$ cat config.mk
export PLATFORM = sky130hd
export DESIGN_NAME = bus_watchdog
export DESIGN_NICKNAME = d
export VERILOG_FILES = /design/src/rtl/bwd_pkg.sv /design/src/rtl/bwd_sync.sv /design/src/rtl/bwd_detect.sv /design/src/rtl/bwd_cfg.sv /design/src/rtl/bwd_timer.sv /design/src/rtl/bus_watchdog.sv
export SDC_FILE = /design/constraint.sdc
export NUM_CORES = 1
export LEC_CHECK = 0
export BUFFER_PORTS_ARGS = -buffer_cell sky130_fd_sc_hd__buf_2
export CORE_MARGIN = 4
export CORE_UTILIZATION = 50
export CTS_BUF_LIST = sky130_fd_sc_hd__clkbuf_8
export CTS_CLUSTER_DIAMETER = 100
export DETAILED_ROUTE_END_ITERATION = 10
export PLACE_DENSITY = 0.69
export SLEW_MARGIN = 30
export SYNTH_ARGS = -nofsm -noshare
export SYNTH_HDL_FRONTEND = slang
export SYNTH_SLANG_ARGS = --single-unit
$ cat constraint.sdc
create_clock -name clk -period 2.55 [get_ports clk]
set_input_delay 0.1275 -clock clk [delete_from_list [all_inputs] [get_ports clk]]
set_output_delay 0.1275 -clock clk [all_outputs]
set_load 0.02 [all_outputs]
$ cat src/rtl/bwd_pkg.sv
package bwd_pkg;
  // period select encodings
  typedef enum logic [1:0] {
    SEL_P0  = 2'b00,
    SEL_P1  = 2'b01,
    SEL_P2  = 2'b10,
    SEL_OFF = 2'b11
  } wd_sel_e;
endpackage

$ cat src/rtl/bwd_sync.sv
module bwd_sync #(
  parameter int          W         = 2,
  parameter int          STAGES    = 2,
  parameter logic [W-1:0] IDLE_VAL = '1
) (
  input  logic         clk,
  input  logic         rst_n,
  input  logic [W-1:0] d_async,
  output logic [W-1:0] d_sync
);
  logic [W-1:0] stage_q [STAGES];

  always_ff @(posedge clk or negedge rst_n) begin
    if (!rst_n) stage_q[0] <= IDLE_VAL;
    else        stage_q[0] <= d_async;
  end

  for (genvar s = 1; s < STAGES; s++) begin : g_stage
    always_ff @(posedge clk or negedge rst_n) begin
      if (!rst_n) stage_q[s] <= IDLE_VAL;
      else        stage_q[s] <= stage_q[s-1];
    end
  end

  assign d_sync = stage_q[STAGES-1];
endmodule

$ cat src/rtl/bwd_detect.sv
module bwd_detect (
  input  logic clk,
  input  logic rst_n,
  input  logic sda_s,
  input  logic scl_s,
  output logic kick
);
  logic sda_d, scl_d, armed;
  logic bus_hi, start_det, stop_det;

  always_ff @(posedge clk or negedge rst_n) begin
    if (!rst_n) begin
      sda_d <= 1'b1;
      scl_d <= 1'b1;
    end else begin
      sda_d <= sda_s;
      scl_d <= scl_s;
    end
  end

  assign bus_hi    = scl_s & scl_d;
  assign start_det = bus_hi & sda_d & ~sda_s;
  assign stop_det  = bus_hi & ~sda_d & sda_s;
  assign kick      = stop_det & armed;

  always_ff @(posedge clk or negedge rst_n) begin
    if (!rst_n)         armed <= 1'b0;
    else if (start_det) armed <= 1'b1;
    else if (stop_det)  armed <= 1'b0;
  end


  armed_needs_start_chk: assert property (@(posedge clk) disable iff (!rst_n)
    $rose(armed) |-> $past(sda_d) && !$past(sda_s) && $past(scl_s));


  stop_disarms_chk: assert property (@(posedge clk) disable iff (!rst_n)
    kick |=> !armed);
endmodule

$ cat src/rtl/bwd_cfg.sv
module bwd_cfg
  import bwd_pkg::*;
#(
  parameter logic [1:0] RESET_SEL = 2'b00
) (
  input  logic       clk,
  input  logic       rst_n,
  input  logic       wr_en,
  input  logic [1:0] wr_data,
  input  logic       wp,
  output wd_sel_e    sel
);
  always_ff @(posedge clk or negedge rst_n) begin
    if (!rst_n)              sel <= wd_sel_e'(RESET_SEL);
    else if (wr_en && !wp)   sel <= wd_sel_e'(wr_data);
  end


  wp_lock_chk: assert property (@(posedge clk) disable iff (!rst_n)
    wp |=> sel == $past(sel));
endmodule

$ cat src/rtl/bwd_timer.sv
module bwd_timer
  import bwd_pkg::*;
#(
  parameter int PERIOD0 = 16,
  parameter int PERIOD1 = 64,
  parameter int PERIOD2 = 256,
  parameter int CW      = 9
) (
  input  logic    clk,
  input  logic    rst_n,
  input  logic    kick,
  input  logic    tick_en,
  input  wd_sel_e sel,
  output logic    rst_req
);
  logic [CW-1:0] count, limit_m1;

  always_comb begin
    case (sel)
      SEL_P0:  limit_m1 = CW'(PERIOD0 - 1);
      SEL_P1:  limit_m1 = CW'(PERIOD1 - 1);
      SEL_P2:  limit_m1 = CW'(PERIOD2 - 1);
      default: limit_m1 = '0;
    endcase
  end

  always_ff @(posedge clk or negedge rst_n) begin
    if (!rst_n) begin
      count   <= '0;
      rst_req <= 1'b0;
    end else if (kick) begin
      count   <= '0;
      rst_req <= 1'b0;
    end else if (sel == SEL_OFF) begin
      count   <= '0;
    end else if (tick_en && !rst_req) begin
      if (count >= limit_m1) begin
        count   <= '0;
        rst_req <= 1'b1;
      end else begin
        count   <= count + 1'b1;
      end
    end
  end


  kick_clears_chk: assert property (@(posedge clk) disable iff (!rst_n)
    kick |=> !rst_req && count == '0);


  off_holds_zero_chk: assert property (@(posedge clk) disable iff (!rst_n)
    sel == SEL_OFF |=> count == '0 && !$rose(rst_req));


  req_sticky_chk: assert property (@(posedge clk) disable iff (!rst_n)
    rst_req && !kick |=> rst_req);


  rise_on_tick_chk: assert property (@(posedge clk) disable iff (!rst_n)
    $rose(rst_req) |-> $past(tick_en));


  no_tick_stable_chk: assert property (@(posedge clk) disable iff (!rst_n)
    !tick_en && !kick && sel != SEL_OFF |=> $stable(count));
endmodule

$ cat src/rtl/bus_watchdog.sv
module bus_watchdog
  import bwd_pkg::*;
#(
  parameter int         PERIOD0   = 16,
  parameter int         PERIOD1   = 64,
  parameter int         PERIOD2   = 256,
  parameter logic [1:0] RESET_SEL = 2'b00
) (
  input  logic       clk,
  input  logic       rst_n,
  input  logic       sda_in,
  input  logic       scl_in,
  input  logic       tick_en,
  input  logic       cfg_wr_en,
  input  logic [1:0] cfg_wr_data,
  input  logic       wp,
  output logic       rst_req
);
  localparam int MAX01 = (PERIOD0 > PERIOD1) ? PERIOD0 : PERIOD1;
  localparam int MAXP  = (MAX01 > PERIOD2) ? MAX01 : PERIOD2;
  localparam int CW    = $clog2(MAXP + 1);

  logic [1:0] lines_s;
  logic       kick;
  wd_sel_e    sel;

  bwd_sync #(.W(2), .STAGES(2), .IDLE_VAL(2'b11)) u_sync (
    .clk     (clk),
    .rst_n   (rst_n),
    .d_async ({sda_in, scl_in}),
    .d_sync  (lines_s)
  );

  bwd_detect u_detect (
    .clk   (clk),
    .rst_n (rst_n),
    .sda_s (lines_s[1]),
    .scl_s (lines_s[0]),
    .kick  (kick)
  );

  bwd_cfg #(.RESET_SEL(RESET_SEL)) u_cfg (
    .clk     (clk),
    .rst_n   (rst_n),
    .wr_en   (cfg_wr_en),
    .wr_data (cfg_wr_data),
    .wp      (wp),
    .sel     (sel)
  );

  bwd_timer #(.PERIOD0(PERIOD0), .PERIOD1(PERIOD1), .PERIOD2(PERIOD2), .CW(CW)) u_timer (
    .clk     (clk),
    .rst_n   (rst_n),
    .kick    (kick),
    .tick_en (tick_en),
    .sel     (sel),
    .rst_req (rst_req)
  );
endmodule

======== After elaboration in Yosys (flattened, before gate mapping) ========
Index checks and enable logic that the tools add are counted.
Widths: inputs -> output; s select.
cells by class
  $add $sub $neg .......................... 1
  multiplexer cells ....................... 11
  multiply operators ...................... 0
  $lt $le $gt $ge ......................... 1
  reductions and logical operators ........ 10
  equality and inequality tests ........... 4
  bitwise logic cells ..................... 8
  divide/modulo/power cells ............... 0
  shift operators ......................... 0
operators by type and width
  cell                 count
  $mux 9               4
  $pmux 8 s3           1
  $add 9x1->9 const B  1
  $ge 9x8->1           1
  $and 1x1->1          6
  $mux 1               6
  $reduce_bool 2->1    3
  $eq 2x2->1 const B   2
  $reduce_and 3->1     1
  $reduce_bool 3->1    1
  $eq 2x1->1 const B   1
  $logic_and 1x1->1    2
  $logic_not 1->1      2
  $logic_not 2->1      1
  $ne 2x2->1 const B   1
  $not 1->1            2
word-level totals
  latch bits .............................. 0
  memories ................................ 0
  word-level logic and storage cells ...... 43
  memory bits (writable) .................. 0
  register bits after elaboration ......... 19
  memory bits (read-only) ................. 0

======== Depth between registers and ports, before layout ========
  depth after elaboration ................. 7
  gate-level depth with buffers ........... 9
  depth with buffers taken out ............ 9

======== Modules after synthesis ========
A second synthesis with hierarchy kept.
second synthesis, totals
  cells, all modules ...................... 126
  area total of the unflattened synthesis .. 1213.7 sq um
modules (own cells, without submodules)
  module      cells an instance  times used  seq. area each (sq um)  area an instance (sq um)
  bwd_timer   107                1           250.2                   883.3
  bwd_sync    6                  1           105.1                   120.1
  bwd_detect  8                  1           77.6                    116.4
  bwd_cfg     5                  1           50.0                    93.8

======== Worst setup path after synthesis ========
No wires, ideal clock.
  path type ............................... register to register
  start point ............................. register u_cfg.sel[0]
  end point ............................... register u_timer.count[4]
  data arrival time ....................... 2.012 ns
  slack ................................... 0.443 ns
  required time ........................... 2.455 ns
  setup time .............................. 0.095 ns
  stages on the path, launching flop included .. 9
  path through ............................ dfrtp_1 > inv_1 > ha_1 > ha_1 > a31oi_1 > o221ai_1 > nor2_2 > nand3_2 > o31ai_1
on the way
  word-level cells in the longest chain between the ends .. 7
  elaborated cells on any way between the ends .. 11
  those cells by class .................... order compare (1); eq/ne (3); mux (5); reduce/logical (2)
ends and longest elaborated chain
  element                                   line             source
  from (decl)                               bwd_cfg.sv:11    output wd_sel_e sel
  from (signal assigned)                    bwd_cfg.sv:14    if (!rst_n) sel <= wd_sel_e'(RESET_SEL);
  from (signal assigned)                    bwd_cfg.sv:15    else if (wr_en && !wp) sel <= wd_sel_e'(wr_data);
  $eq 2x2->1, or another cell as far along  bwd_timer.sv:19  case (sel)
  $pmux 8 s3                                bwd_timer.sv:19
  $ge 9x8->1                                bwd_timer.sv:37  if (count >= limit_m1) begin
  $mux 9                                    bwd_timer.sv:37
  $mux 9                                    bwd_timer.sv:36  end else if (tick_en && !rst_req) begin
  $mux 9                                    bwd_timer.sv:34  end else if (sel == SEL_OFF) begin
  $mux 9                                    bwd_timer.sv:31  end else if (kick) begin
  to (signal assigned)                      bwd_timer.sv:41  count <= count + 1'b1;
  to (decl)                                 bwd_timer.sv:16  logic [CW-1:0] count, limit_m1;
Parallel ways exist; a longest one is shown, timed or not. The select of a mux whose other input is x is not followed.
A chain may end at the register's enable or synchronous reset.

======== Worst setup path after layout ========
  start point ............................. register u_cfg.sel[0]
  end point ............................... register u_timer.count[3]
Same word-level chain as after synthesis.

==> flow_metrics.env <==
export IMPL_grt_pass1_vias=874
export IMPL_dr_first_iter_drc_count=44
export IMPL_synth_seq_cells=19
export IMPL_final_layout_size_suffix_gt1_frac=0.208
export IMPL_post_drt_wl_per_cell_um=15.4
export IMPL_grt_usage=0.185
export IMPL_ant_nets=0
export IMPL_fp_dieW_um=55.2
export IMPL_fin_skew_ns=0.00198
export IMPL_crit_arrival_ns=2.53
export IMPL_crit_chain="inv_1, ha_1, ha_1, a31oi_1, o221ai_1, nor2_4, buf_4, a31o_1, a32o_1"
export IMPL_hold_violations=0
export IMPL_core_area_um2=2040
export IMPL_worstSetupPathType="reg2reg"
export IMPL_rows=16
export IMPL_n_fill_cell=177
export IMPL_hold_class="in2reg"
export IMPL_required_ns=2.70
export IMPL_synthArstFlopShare=1.00
export IMPL_ir_drop_v=0.000526
export IMPL_clk_pin_slew_ns=0.08
export IMPL_postLayoutCoreUtil=0.628
export IMPL_synthCells=108
export IMPL_clock_path_buffers=2
export IMPL_clock_sinks=19
export IMPL_antenna_found_initial=0
export IMPL_ys_seq_area_frac=0.434
export IMPL_max_stage_delay_ns=0.40
export IMPL_rsz0062_at_grt="false"
export IMPL_critPathSlowestCell="o221ai_1"
export IMPL_cp_max_fo=7
export IMPL_relSlewSlack=0.682
export IMPL_htree_num_levels=1
export IMPL_worst_pin_slew_ns=0.473
export IMPL_grt_pass1_wl_um=3980
export IMPL_netlist_area_um2=1110
export IMPL_setup_tns_ns=0
export IMPL_syn_to_final_growth_pct=15.3
export IMPL_synthDominantCellAreaShare=0.292
export IMPL_synth_enable_flop_cells=0
export IMPL_gp_congestion=0.848
export IMPL_die_h_um=55.2
export IMPL_numPortBuffers=9
export IMPL_powerDensity_nw_per_um2=855
export IMPL_synthTopCellsByArea="dfrtp_1 29%, dfstp_2 14%, ha_1 11%"
export IMPL_antenna_cells=0
export IMPL_cp_start_kind="register"
export IMPL_cellLeakagePower_nw=0.552
export IMPL_io_pins=10
export IMPL_clock_latency_ns=0.26
export IMPL_status="complete, no violations"
export IMPL_syn_num_nets=127
export IMPL_grt_overflow=0
export IMPL_tritoncts="done"
export IMPL_setup_viol=0
export IMPL_yosysMostFrequentCell="dfrtp_1"
export IMPL_cp_end_kind="register"
export IMPL_ys_types=35
export IMPL_die_area_um2=3040
export IMPL_cts_buffers=3
export IMPL_syn_area_per_cell_um2=10.3
export IMPL_drv_cap=0
export IMPL_drt_pass1_iter_count=4
export IMPL_yosys_top_cells_count="13 x dfrtp_1, 10 x ha_1, 8 x nor2_1"
export IMPL_fin_crit_ns=2.38
export IMPL_total_power_mw=1.10
export IMPL_grt_max_degree=20
export IMPL_wirelength_um=2340
export IMPL_vias_per_cell=6.05
export IMPL_maxSlewViolCount=0
export IMPL_cpMostUsedCell="ha_1"
export IMPL_post_route_drc_count=0
export IMPL_start_util=0.545
export IMPL_root_buffer="clkbuf_8"
export IMPL_vias=920
export IMPL_hpwlAfterDp_um=1740
export IMPL_synth_warnings=0
export IMPL_fin_worst_hold_slack_ns=0.0725
export IMPL_nets=145
export IMPL_fmax_ghz=0.421
export IMPL_synth_top_area_cell="dfrtp_1"
export IMPL_ys_flop_type="dfrtp_1"
export IMPL_finalCritPeriodShare=0.932
-- kinds of logic after synthesis --
| logic type | Yosys count | share of synthesized area |
|---|---|---|
| AO/OA/AOI/OAI | 30 | 0.210 |
| AND/OR/NAND/NOR | 39 | 0.193 |
| multiplexers | 1 | 0.0101 |
| buffers and inverters | 7 | 0.0236 |
| flip-flops | 19 | 0.434 |
| adder cells (fa/ha/maj) | 10 | 0.112 |
| XOR/XNOR | 2 | 0.0158 |
-- per-stage QoR --
stage               setup WS [ns]  area [um^2]  cells
floorplan                   0.443         1110    108
global placement            0.295         1190    144
detailed placement          0.147         1190    144
CTS                         0.130         1270    151
global route               0.0543         1280    152
finish                      0.174         1280    152
-- layer usage --
metal,vias to the layer above,share of wire,GRT usage
met3,3,0.044,0.0322
li1,438,-,-
met5,-,0,0
met2,25,0.47,0.291
met4,0,0.015,0.0607
met1,454,0.47,0.258
-- worst max-delay path: cells and delay by family, from the launching register on --
family,cells,cell delay [ns]
compound gates,4,0.88
fa+ha+maj,2,0.68
buf+inv,2,0.24
flops,1,0.38
simple gates,1,0.08
-- cell type report --
type / count / area, um^2 / area share
clock buffer: 3 / 41.3 / 0.0322
clock inverter: 1 / 7.51 / 0.00585
inverter: 7 / 26.3 / 0.0205
multi-input combinational: 82 / 608 / 0.474
sequential: 19 / 483 / 0.377
tap: 27 / 33.8 / 0.0263
timing repair buffer: 13 / 82.6 / 0.0644
-- state kept, by name, summed over array words and instances, names as in the netlist --
register         flops
u_timer.count        9
u_detect.scl_d       1
u_detect.armed       1
u_sync.d_sync        2
u_sync.stage_q       2
u_detect.sda_d       1
u_timer.rst_req      1
u_cfg.sel            2
-- where the power goes --
part | total, mW | switching (mW) | internal [mW]
clock | 0.223 | 0.112 | 0.111
sequential | 0.461 | 0.0972 | 0.364
combinational | 0.412 | 0.227 | 0.186
total | 1.10 | 0.436 | 0.660
-- final timing paths --
check	from	to	slack, ns	depth (start not counted)
worst max-delay path	u_cfg.sel[0]$_DFFE_PN0P_	u_timer.count[3]$_DFFE_PN0P_	0.17	9
worst min-delay path	cfg_wr_data[0]	u_cfg.sel[0]$_DFFE_PN0P_	0.07	3
worst max register to register	u_cfg.sel[0]$_DFFE_PN0P_	u_timer.count[3]$_DFFE_PN0P_	0.17	9
worst min register to register	u_sync.stage_q[3]$_DFF_PN1_	u_sync.d_sync[1]$_DFF_PN1_	0.36	0
max in group asynchronous	rst_n	u_sync.d_sync[0]$_DFF_PN1_	1.91	2
min in group asynchronous	rst_n	u_timer.count[6]$_DFFE_PN0P_	0.32	2
-- what timing repair did --
item | 4_1_cts | 5_1_grt
setup endpoints to repair | 0 | 3
hold buffers | 3 | 0
buffers inserted | 0 | 1
endpoints found under the hold margin | 15 | 0
gates resized for setup | 0 | 1
-- cell usage in the layout, fill, tap and decap left out, types with 2 or more instances in the layout --
cell	count
a32oi_1	4
ha_1	10
nor2_1	8
nor2b_1	3
o2111ai_1	2
nand4_1	2
dfrtp_1	13
nand2_1	5
and2_1	4
a211oi_1	2
o22ai_1	2
o31ai_1	4
dlygate4sd3_1	3
dfstp_2	6
inv_1	7
a31oi_1	3
and3_1	2
buf_2	9
a21oi_1	3
o21ai_1	3
clkbuf_8	3
nand2b_1	6
nand3_1	4
Power figures use the tool's default switching activity.
